===== config.mk =====
export PLATFORM = sky130hd
export DESIGN_NAME = pio_port_ctrl
export DESIGN_NICKNAME = d
export VERILOG_FILES = /design/src/rtl/pio_pkg.sv /design/src/rtl/pio_ctrl.sv /design/src/rtl/pio_datapath.sv /design/src/rtl/pio_port_ctrl.sv
export SDC_FILE = /design/constraint.sdc
export NUM_CORES = 1
export LEC_CHECK = 0
export ABC_CLOCK_PERIOD_IN_PS = 3200
export BUFFER_PORTS_ARGS = -buffer_cell sky130_fd_sc_hd__buf_2
export CORE_UTILIZATION = 52
export DETAILED_ROUTE_END_ITERATION = 12
export PLACE_DENSITY = 0.95
export SLEW_MARGIN = 15
export SYNTH_ARGS = -nofsm -noshare
export SYNTH_HDL_FRONTEND = slang
export SYNTH_SLANG_ARGS = --single-unit

===== constraint.sdc =====
create_clock -name clk -period 3.2 [get_ports clk]
set_input_delay 0.32 -clock clk [delete_from_list [all_inputs] [get_ports clk]]
set_output_delay 0.32 -clock clk [all_outputs]
set_load 0.01 [all_outputs]

===== src/rtl/pio_pkg.sv =====
package pio_pkg;

  localparam int PORT_W = 8;
  localparam int HALF_W = PORT_W / 2;

  localparam logic [1:0] SEL_A    = 2'd0;
  localparam logic [1:0] SEL_B    = 2'd1;
  localparam logic [1:0] SEL_C    = 2'd2;
  localparam logic [1:0] SEL_CTRL = 2'd3;

  // Field positions inside the control word
  localparam int CW_FLAG   = 7;
  localparam int CW_MODEA  = 5;  // two bits, 6:5
  localparam int CW_DIRA   = 4;
  localparam int CW_DIRCU  = 3;
  localparam int CW_MODEB  = 2;
  localparam int CW_DIRB   = 1;
  localparam int CW_DIRCL  = 0;

  localparam logic [PORT_W-1:0] CW_RESET = 8'h9B;

  // Strobes from control to datapath
  typedef struct packed {
    logic       wrA;
    logic       wrB;
    logic       wrC;
    logic       clrOut;
    logic       rdEn;
    logic [1:0] rdSel;
  } strobe_t;

endpackage


===== src/rtl/pio_ctrl.sv =====
module pio_ctrl
  import pio_pkg::*;
#(
  parameter int DW = PORT_W,
  parameter logic [DW-1:0] RESET_WORD = CW_RESET
) (
  input  logic          clk,
  input  logic          rst,
  input  logic          csN,
  input  logic          rdN,
  input  logic          wrN,
  input  logic [1:0]    addr,
  input  logic [DW-1:0] wrData,
  output logic [DW-1:0] ctrlWord,
  output strobe_t       strb
);

  logic busWrite;
  logic busRead;
  logic ctrlWrite;
  logic modeSet;

  assign busWrite  = !csN && !wrN;
  assign busRead   = !csN && !rdN && wrN;
  assign ctrlWrite = busWrite && (addr == SEL_CTRL);
  assign modeSet   = ctrlWrite && wrData[CW_FLAG];

  always_ff @(posedge clk) begin
    if (rst) begin
      ctrlWord <= RESET_WORD;
    end else if (modeSet) begin
      ctrlWord <= wrData;
    end
  end

  always_comb begin
    strb        = '0;
    strb.wrA    = busWrite && (addr == SEL_A);
    strb.wrB    = busWrite && (addr == SEL_B);
    strb.wrC    = busWrite && (addr == SEL_C);
    strb.clrOut = modeSet;
    strb.rdEn   = busRead;
    strb.rdSel  = addr;
  end

  // a control write without the mode-set flag leaves the register alone
  a_r3_flagless_ignored: assert property (@(posedge clk) disable iff (rst)
    (ctrlWrite && !wrData[CW_FLAG]) |=> $stable(ctrlWord));

  // deselected bus never changes the control register
  a_r9_deselect_hold: assert property (@(posedge clk) disable iff (rst)
    csN |=> $stable(ctrlWord));

  // an accepted mode-set word is what the register holds next
  a_r2_word_stored: assert property (@(posedge clk) disable iff (rst)
    modeSet |=> (ctrlWord == $past(wrData)));

  // at most one data strobe per cycle
  a_r10_one_strobe: assert property (@(posedge clk) disable iff (rst)
    $onehot0({strb.wrA, strb.wrB, strb.wrC, strb.clrOut, strb.rdEn}));

endmodule


===== src/rtl/pio_datapath.sv =====
module pio_datapath
  import pio_pkg::*;
#(
  parameter int DW = PORT_W
) (
  input  logic          clk,
  input  logic          rst,
  input  strobe_t       strb,
  input  logic [DW-1:0] ctrlWord,
  input  logic [DW-1:0] wrData,
  input  logic [DW-1:0] portAIn,
  input  logic [DW-1:0] portBIn,
  input  logic [DW-1:0] portCIn,
  output logic [DW-1:0] portAOut,
  output logic [DW-1:0] portBOut,
  output logic [DW-1:0] portCOut,
  output logic          portAOe,
  output logic          portBOe,
  output logic          portCUpOe,
  output logic          portCLoOe,
  output logic [DW-1:0] rdData
);

  localparam int HW = DW / 2;
  localparam int NP = 3;

  logic [DW-1:0] outLatch [NP];
  logic [NP-1:0] wrSel;
  logic [DW-1:0] cView;
  logic [DW-1:0] rdMux;
  logic          inA, inB, inCU, inCL;

  assign wrSel = {strb.wrC, strb.wrB, strb.wrA};

  // One output latch per port; a mode-set word clears all of them
  for (genvar p = 0; p < NP; p++) begin : g_latch
    always_ff @(posedge clk) begin
      if (rst || strb.clrOut) begin
        outLatch[p] <= '0;
      end else if (wrSel[p]) begin
        outLatch[p] <= wrData;
      end
    end
  end

  // Direction decode: 1 = input. Mode fields are stored but not decoded here.
  assign inA  = ctrlWord[CW_DIRA];
  assign inB  = ctrlWord[CW_DIRB];
  assign inCU = ctrlWord[CW_DIRCU];
  assign inCL = ctrlWord[CW_DIRCL];

  assign portAOut  = outLatch[0];
  assign portBOut  = outLatch[1];
  assign portCOut  = outLatch[2];
  assign portAOe   = !inA;
  assign portBOe   = !inB;
  assign portCUpOe = !inCU;
  assign portCLoOe = !inCL;

  // Port C halves: live pins when input, latch when output
  assign cView[DW-1:HW] = inCU ? portCIn[DW-1:HW] : outLatch[2][DW-1:HW];
  assign cView[HW-1:0]  = inCL ? portCIn[HW-1:0]  : outLatch[2][HW-1:0];

  always_comb begin
    unique case (strb.rdSel)
      SEL_A:   rdMux = inA ? portAIn : outLatch[0];
      SEL_B:   rdMux = inB ? portBIn : outLatch[1];
      SEL_C:   rdMux = cView;
      default: rdMux = ctrlWord;
    endcase
  end

  // The read register doubles as the input latch for A and B
  always_ff @(posedge clk) begin
    if (rst) begin
      rdData <= '0;
    end else if (strb.rdEn) begin
      rdData <= rdMux;
    end
  end

  // after a mode-set word every output latch is zero
  a_r4_clear_a: assert property (@(posedge clk) disable iff (rst)
    strb.clrOut |=> (portAOut == '0));
  a_r4_clear_b: assert property (@(posedge clk) disable iff (rst)
    strb.clrOut |=> (portBOut == '0));
  a_r4_clear_c: assert property (@(posedge clk) disable iff (rst)
    strb.clrOut |=> (portCOut == '0));

  // a data write lands in the selected port's latch
  a_r5_load_a: assert property (@(posedge clk) disable iff (rst)
    strb.wrA |=> (portAOut == $past(wrData)));

  // without an accepted read the read bus holds
  a_r6_read_hold: assert property (@(posedge clk) disable iff (rst)
    !strb.rdEn |=> $stable(rdData));

  // a read of input port A returns the pins seen at that edge
  a_r6_sample_a: assert property (@(posedge clk) disable iff (rst)
    (strb.rdEn && strb.rdSel == SEL_A && inA) |=> (rdData == $past(portAIn)));

endmodule


===== src/rtl/pio_port_ctrl.sv =====
module pio_port_ctrl
  import pio_pkg::*;
#(
  parameter int DW = PORT_W
) (
  input  logic          clk,
  input  logic          rst,
  input  logic          csN,
  input  logic          rdN,
  input  logic          wrN,
  input  logic [1:0]    addr,
  input  logic [DW-1:0] wrData,
  output logic [DW-1:0] rdData,
  input  logic [DW-1:0] portAIn,
  output logic [DW-1:0] portAOut,
  output logic          portAOe,
  input  logic [DW-1:0] portBIn,
  output logic [DW-1:0] portBOut,
  output logic          portBOe,
  input  logic [DW-1:0] portCIn,
  output logic [DW-1:0] portCOut,
  output logic          portCUpOe,
  output logic          portCLoOe
);

  strobe_t       strb;
  logic [DW-1:0] ctrlWord;

  pio_ctrl #(.DW(DW)) i_ctrl (
    .clk      (clk),
    .rst      (rst),
    .csN      (csN),
    .rdN      (rdN),
    .wrN      (wrN),
    .addr     (addr),
    .wrData   (wrData),
    .ctrlWord (ctrlWord),
    .strb     (strb)
  );

  pio_datapath #(.DW(DW)) i_datapath (
    .clk       (clk),
    .rst       (rst),
    .strb      (strb),
    .ctrlWord  (ctrlWord),
    .wrData    (wrData),
    .portAIn   (portAIn),
    .portBIn   (portBIn),
    .portCIn   (portCIn),
    .portAOut  (portAOut),
    .portBOut  (portBOut),
    .portCOut  (portCOut),
    .portAOe   (portAOe),
    .portBOe   (portBOe),
    .portCUpOe (portCUpOe),
    .portCLoOe (portCLoOe),
    .rdData    (rdData)
  );

  // the first cycle after reset presents the input-only configuration
  a_r1_reset_inputs: assert property (@(posedge clk)
    rst |=> (!portAOe && !portBOe && !portCUpOe && !portCLoOe));

endmodule


# ---- Word-level counts from Yosys, hierarchy flattened
# Memories as Yosys holds them, arrays and structs flattened.
# Index checks and enable logic that the tools add are counted.
dict set report totals {
  memories 1
  out_inout_bits 36
  ff_bits 16
  inputBits 39
  ramBits 24
}
dict set report classes {
  n_bitwise 3
  eq_ne 3
  n_mux 19
  n_reduce_logical 17
}
# memory depth width read_ports rd_ports_with_merged_regs write_ports line_no
set memory_table {}
lappend memory_table {i_datapath.outLatch 3 8 3 0 3 pio_datapath.sv:27} ;# logic [DW-1:0] outLatch [NP];
# operator n
set op_table {}
lappend op_table {{$mux W8} 5}
lappend op_table {{$pmux W8 S3} 1}
lappend op_table {{$mux W1} 11}
lappend op_table {{$logic_and A1 B1 Y1} 8}
lappend op_table {{$mux W4} 2}
lappend op_table {{$logic_not A1 Y1} 7}
lappend op_table {{$eq A2 B2 Y1 const B} 2}
lappend op_table {{$or A1 B1 Y1} 3}
lappend op_table {{$eq A2 B1 Y1 const B} 1}
lappend op_table {{$logic_not A2 Y1} 1}
lappend op_table {{$logic_or A1 B1 Y1} 1}

# ---- Longest topological paths before layout
dict set report logic_depth {
  depth_word 8
  mapped_depth 5
  depth_no_buf 4
}

# ---- Cells and area by module
# Synthesis repeated with hierarchy kept, for this count alone.
dict set report hier_totals {
  cells_unflattened 193
  hier_area_um2 2035.7
}
# mod n_inst area_each_um2 cells_each seq_area_each_um2
set by_module_without_submodules {}
lappend by_module_without_submodules {pio_datapath 1 1640.3 151 880.8}
lappend by_module_without_submodules {pio_ctrl 1 395.4 42 160.2}

# ---- Worst setup path before layout
# OpenSTA, ideal clock, no wires.
dict set report synth_timing {
  path_kind {in2reg}
  startpoint {in addr[1]}
  endpoint {mem i_datapath.outLatch[0][0] in the netlist's numbering, enable pin}
  arrival_time_ns 0.988
  t_required_ns 2.874
  n_path_buf 1
  path_slack_ns 1.886
  cell_stages 4
  cell_sequence {or2_1 buf_2 nand2_1 a21o_1}
}
# item line_no
set synth_rtl {}
lappend synth_rtl {{start, declared} pio_port_ctrl.sv:11} ;# input logic [1:0] addr,
lappend synth_rtl {{end, declared} pio_datapath.sv:27}

# ---- Worst setup path after layout
dict set report layout_timing {
  startpoint {reg i_ctrl.ctrlWord[4]}
  endpoint {out portAOe}
}
dict set report layout_between {
  elab_chain_cells 1
}
# item line_no
set layout_rtl {}
lappend layout_rtl {{start, declared} pio_ctrl.sv:14} ;# output logic [DW-1:0] ctrlWord,
lappend layout_rtl {{start signal, assigned} pio_ctrl.sv:32} ;# ctrlWord <= wrData;
lappend layout_rtl {{$logic_not A1 Y1} pio_datapath.sv:55} ;# assign portAOe = !inA;
lappend layout_rtl {{end, declared} pio_port_ctrl.sv:16} ;# output logic portAOe,
# No other way between the ends.

==> impl_results.rst <==
.. list-table::
   :header-rows: 1

   * - Metric
     - Value
   * - Compound-gate portion of the synthesized area
     - 15.4%
   * - Register-to-register setup slack
     - 1700 ps
   * - Nature of the critical path endpoint
     - primary output
   * - Top fanout value on the critical path
     - 10
   * - Post-synthesis cell count
     - 184
   * - Final number of max-transition violations
     - 0
   * - First DRT Iteration DRCs
     - 58
   * - Gates resized, CTS repair
     - 0
   * - Power per cell area
     - 431 nW/um2
   * - Endpoint with the worst hold slack
     - i_ctrl.ctrlWord[4]
   * - Final weighted congestion in routability-driven placement
     - 0.839
   * - Sequential share of power
     - 56.0%
   * - Final setup margin
     - roughly 1600 ps
   * - Hold path cells
     - 2
   * - Hold violation count in the final report
     - 0
   * - Cell taking the most area after synthesis
     - sky130_fd_sc_hd__edfxtp_1
   * - Mux contribution to synthesized area
     - under 10%
   * - Primary FF master, synth
     - sky130_fd_sc_hd__edfxtp_1
   * - Vias
     - between 1500 and 2000
   * - ANT nets after route
     - 0
   * - Part of the total power dissipated in the clock network
     - 30.1%
   * - Category of the critical setup timing path
     - register to primary output
   * - Clock Skews
     - about 4.2 ps
   * - Leak Pwr
     - 1.15 nW
   * - Clock period minus worst slack
     - 1610 ps
   * - Detailed-route DRC error count
     - 0
   * - Setup repair after global routing missed its margin
     - false
   * - GRT Util Overall
     - between 20% and 30%
   * - Switching power share of the total
     - 24.7%
   * - Area contributors post-synth
     - sky130_fd_sc_hd__edfxtp_1 36%, sky130_fd_sc_hd__dfxtp_1 16%, sky130_fd_sc_hd__mux2i_1 9.6%
   * - Rows
     - 22
   * - Num ports
     - 75
   * - Synthesized Nets
     - between 200 and 250
   * - Beginning of the worst hold path
     - wrData[4]
   * - Clock latency on the worst-skew pair
     - 290 ps
   * - Area growth, synth to finish
     - 23.4%
   * - # Max-Cap Violations
     - 0
   * - ANT cells
     - 0
   * - Die Ht
     - 63.7 um
   * - Startpoint of the most critical register-to-register path
     - i_ctrl.ctrlWord[1]
   * - Port Buffer Count
     - between 70 and 80
   * - Netlist cell types
     - 27
   * - Capturing point of the worst reg2reg path
     - i_datapath.rdData[3]
   * - Total global routing overflow
     - 0
   * - Cell type group with the largest total delay on the critical path
     - flip-flops
   * - Clock tree from TritonCTS
     - yes
   * - Worst slew pin tran
     - about 700 ps
   * - Fin Setup TNS
     - 0 ps
   * - Chip Width
     - 63.7 um
   * - CP max-delay cell
     - sky130_fd_sc_hd__dfxtp_1
   * - Effective utilization at floorplan
     - between 50% and 60%
   * - Maximum cell stage delay along the critical path
     - between 600 and 700 ps
   * - Cell area after technology mapping
     - 1980 um2
   * - Worst hold path type
     - input port to register
   * - Register area share after synthesis
     - between 50% and 60%
   * - Worst slack at placement
     - between 1000 and 1500 ps
   * - Maximum number of pins on one net before global-route repair
     - 19
   * - Result of the run
     - finished, final reports clean
   * - Combinational family with the most area after synthesis
     - simple AND/OR/NAND/NOR gates
   * - Cell-internal power
     - 0.792 mW
   * - Most instantiated cells after synthesis
     - 24 x sky130_fd_sc_hd__and2_1, 24 x sky130_fd_sc_hd__edfxtp_1, 19 x sky130_fd_sc_hd__mux2i_1
   * - Initial DRT Pass Iterations
     - 4
   * - Count of synthesis-stage warnings from yosys
     - 0
   * - CTS clk-pin slew, worst paths
     - ~70 ps
   * - Fraction of synthesis flops using an asynchronous set or reset pin
     - 0%
   * - Worst slew slack as a fraction of its limit
     - between 50 and 60%
   * - Detail-routed via count per cell
     - 5.50
   * - Setup-failing EPs final
     - 0
   * - Adder-cell share of the synthesized area
     - 0%
   * - Xor and xnor fraction of the mapped netlist area
     - 0%
   * - Fraction of layout cells with a size suffix above 1
     - 34.0%
   * - Peak ir drop on the vdd network
     - 372 uV
   * - Seq cells post-synth
     - 40
   * - Sum of routed wire length over all layers
     - 4750 um
   * - Final worst path period share
     - 50.4%
   * - Antenna violations before repair
     - 0
   * - Area share of the largest cell type after synthesis
     - 36.5%
   * - FF-to-FF path depth
     - 4
   * - Logic pwr share
     - 13.9%
   * - Number of levels in the clock H-tree
     - 2
   * - Average wire per standard cell
     - 15.6 um
   * - Required arrival time at the worst endpoint
     - 2880 ps
   * - Psw
     - approximately 0.26 mW
   * - Avg Inst Size Synth
     - between 10 and 15 um2
   * - Simple-gate area share of the yosys netlist
     - 19.1%
   * - Number of buffers on the longest clock path
     - 2
   * - Finished layout cell area
     - 2440 um2
   * - Post-detailed-placement half-perimeter wirelength
     - 3660 um
   * - Clk Tree Root Cell
     - sky130_fd_sc_hd__clkbuf_8
   * - Total power after layout
     - 1.05 mW
   * - Maximum operating frequency
     - between 0.6 and 0.7 GHz
   * - Beginning of the critical path
     - i_ctrl.ctrlWord[4]
   * - Hold buffer count at cts
     - 0
   * - Number of buffer and inverter instances along the worst setup path
     - 2
   * - TritonCTS sink count
     - 40
   * - Number of flops mapped to enable cells by yosys
     - 24
   * - Number of clock buffers inserted by TritonCTS
     - 5
   * - Die area
     - approximately 4100 um2
   * - Via count of the first global-routing pass
     - between 1500 and 2000
   * - Dpl cell area
     - 2360 um2
   * - Number of nets in the layout
     - 294
   * - CORE AREA
     - 3660 um2
   * - Wire length of the first global-routing pass
     - 7480 um
   * - Worst-path cell chain
     - inv_1 > buf_2
   * - Post-CTS Setup Bufs
     - 0
   * - Arrival time worst endpoint
     - 1290 ps
   * - Worst setup SP type
     - register
==> layout by cell type, fill, tap and decap left out, drive strengths merged <==
cell	count
nor4b	1
a31o	2
dfxtp	16
and4	1
nor3b	1
a21o	1
o22ai	8
a211o	12
mux2i	19
nand2b	3
nor2	11
a21oi	9
inv	4
o21ai	16
nor2b	8
and2	24
clkbuf	8
or2	1
edfxtp	24
nand2	10
nand3	1
buf	74
or3	2
==> cells by family (layout without fill, tap and decap cells) <==
family          after synthesis  after routing
buf+inv                      14             86
simple gates                 63             63
compound gates               48             48
flops                        40             40
mux                          19             19
==> worst max path at each step <==
stage	cells after the start	to	slack (ps)
2_1_floorplan	4	i_datapath.outLatch[0][0]	1890
4_1_cts	2	portAOe	1610
5_1_grt	2	portAOe	1520
3_3_place_gp	4	i_datapath.outLatch[0][0]	1560
3_5_place_dp	4	i_datapath.outLatch[0][0]	1500
6_report	2	portAOe	1590
==> stage by stage <==
stage                     util [%]  std cells  hold slack [ps]
after global placement        64.4        296              423
after global routing          66.6        304              292
after detailed placement      64.4        296              434
final                         66.6        304              276
after CTS                     66.6        304              274
after floorplan                  -        184              410
==> sequential cells by signal, indices dropped and copies added (netlist names) <==
| name | count |
|---|---|
| i_datapath.rdData | 8 |
| i_ctrl.ctrlWord | 8 |
| i_datapath.outLatch | 24 |
==> worst register-to-register path, cell delays in order (launching register included) <==
cell,delay (ps)
sky130_fd_sc_hd__dfxtp_1,700
sky130_fd_sc_hd__nor2b_1,110
sky130_fd_sc_hd__a211o_1,290
sky130_fd_sc_hd__a21oi_1,200
sky130_fd_sc_hd__o21ai_1,100
==> per-layer routing <==
metal	routed length (um)	GRT usage, %	vias to the layer above
li1	-	-	807
met1	2080	30.6	779
met2	2290	40.8	77
met3	298	5.80	10
met4	86	11.4	0
met5	0	0	-
==> layout make-up <==
cell class              count  area, um2
fillers                   291       1220
well taps                  48       60.1
clock buffers               8       80.1
repair buffers             74        370
multi-input cells         130        872
inverters                   4       15.0
flip-flops and latches     40       1040
==> power groups by stage <==
stage / Sequential [mW] / Combinational (mW) / Clock (mW)
after floorplan: 0.610 / 0.0639 / 0
after global routing: 0.592 / 0.158 / 0.341
final: 0.589 / 0.146 / 0.317
after detailed placement: 0.600 / 0.145 / 0
after global placement: 0.599 / 0.142 / 0
after CTS: 0.589 / 0.146 / 0.317
Power figures use the tool's default switching activity.
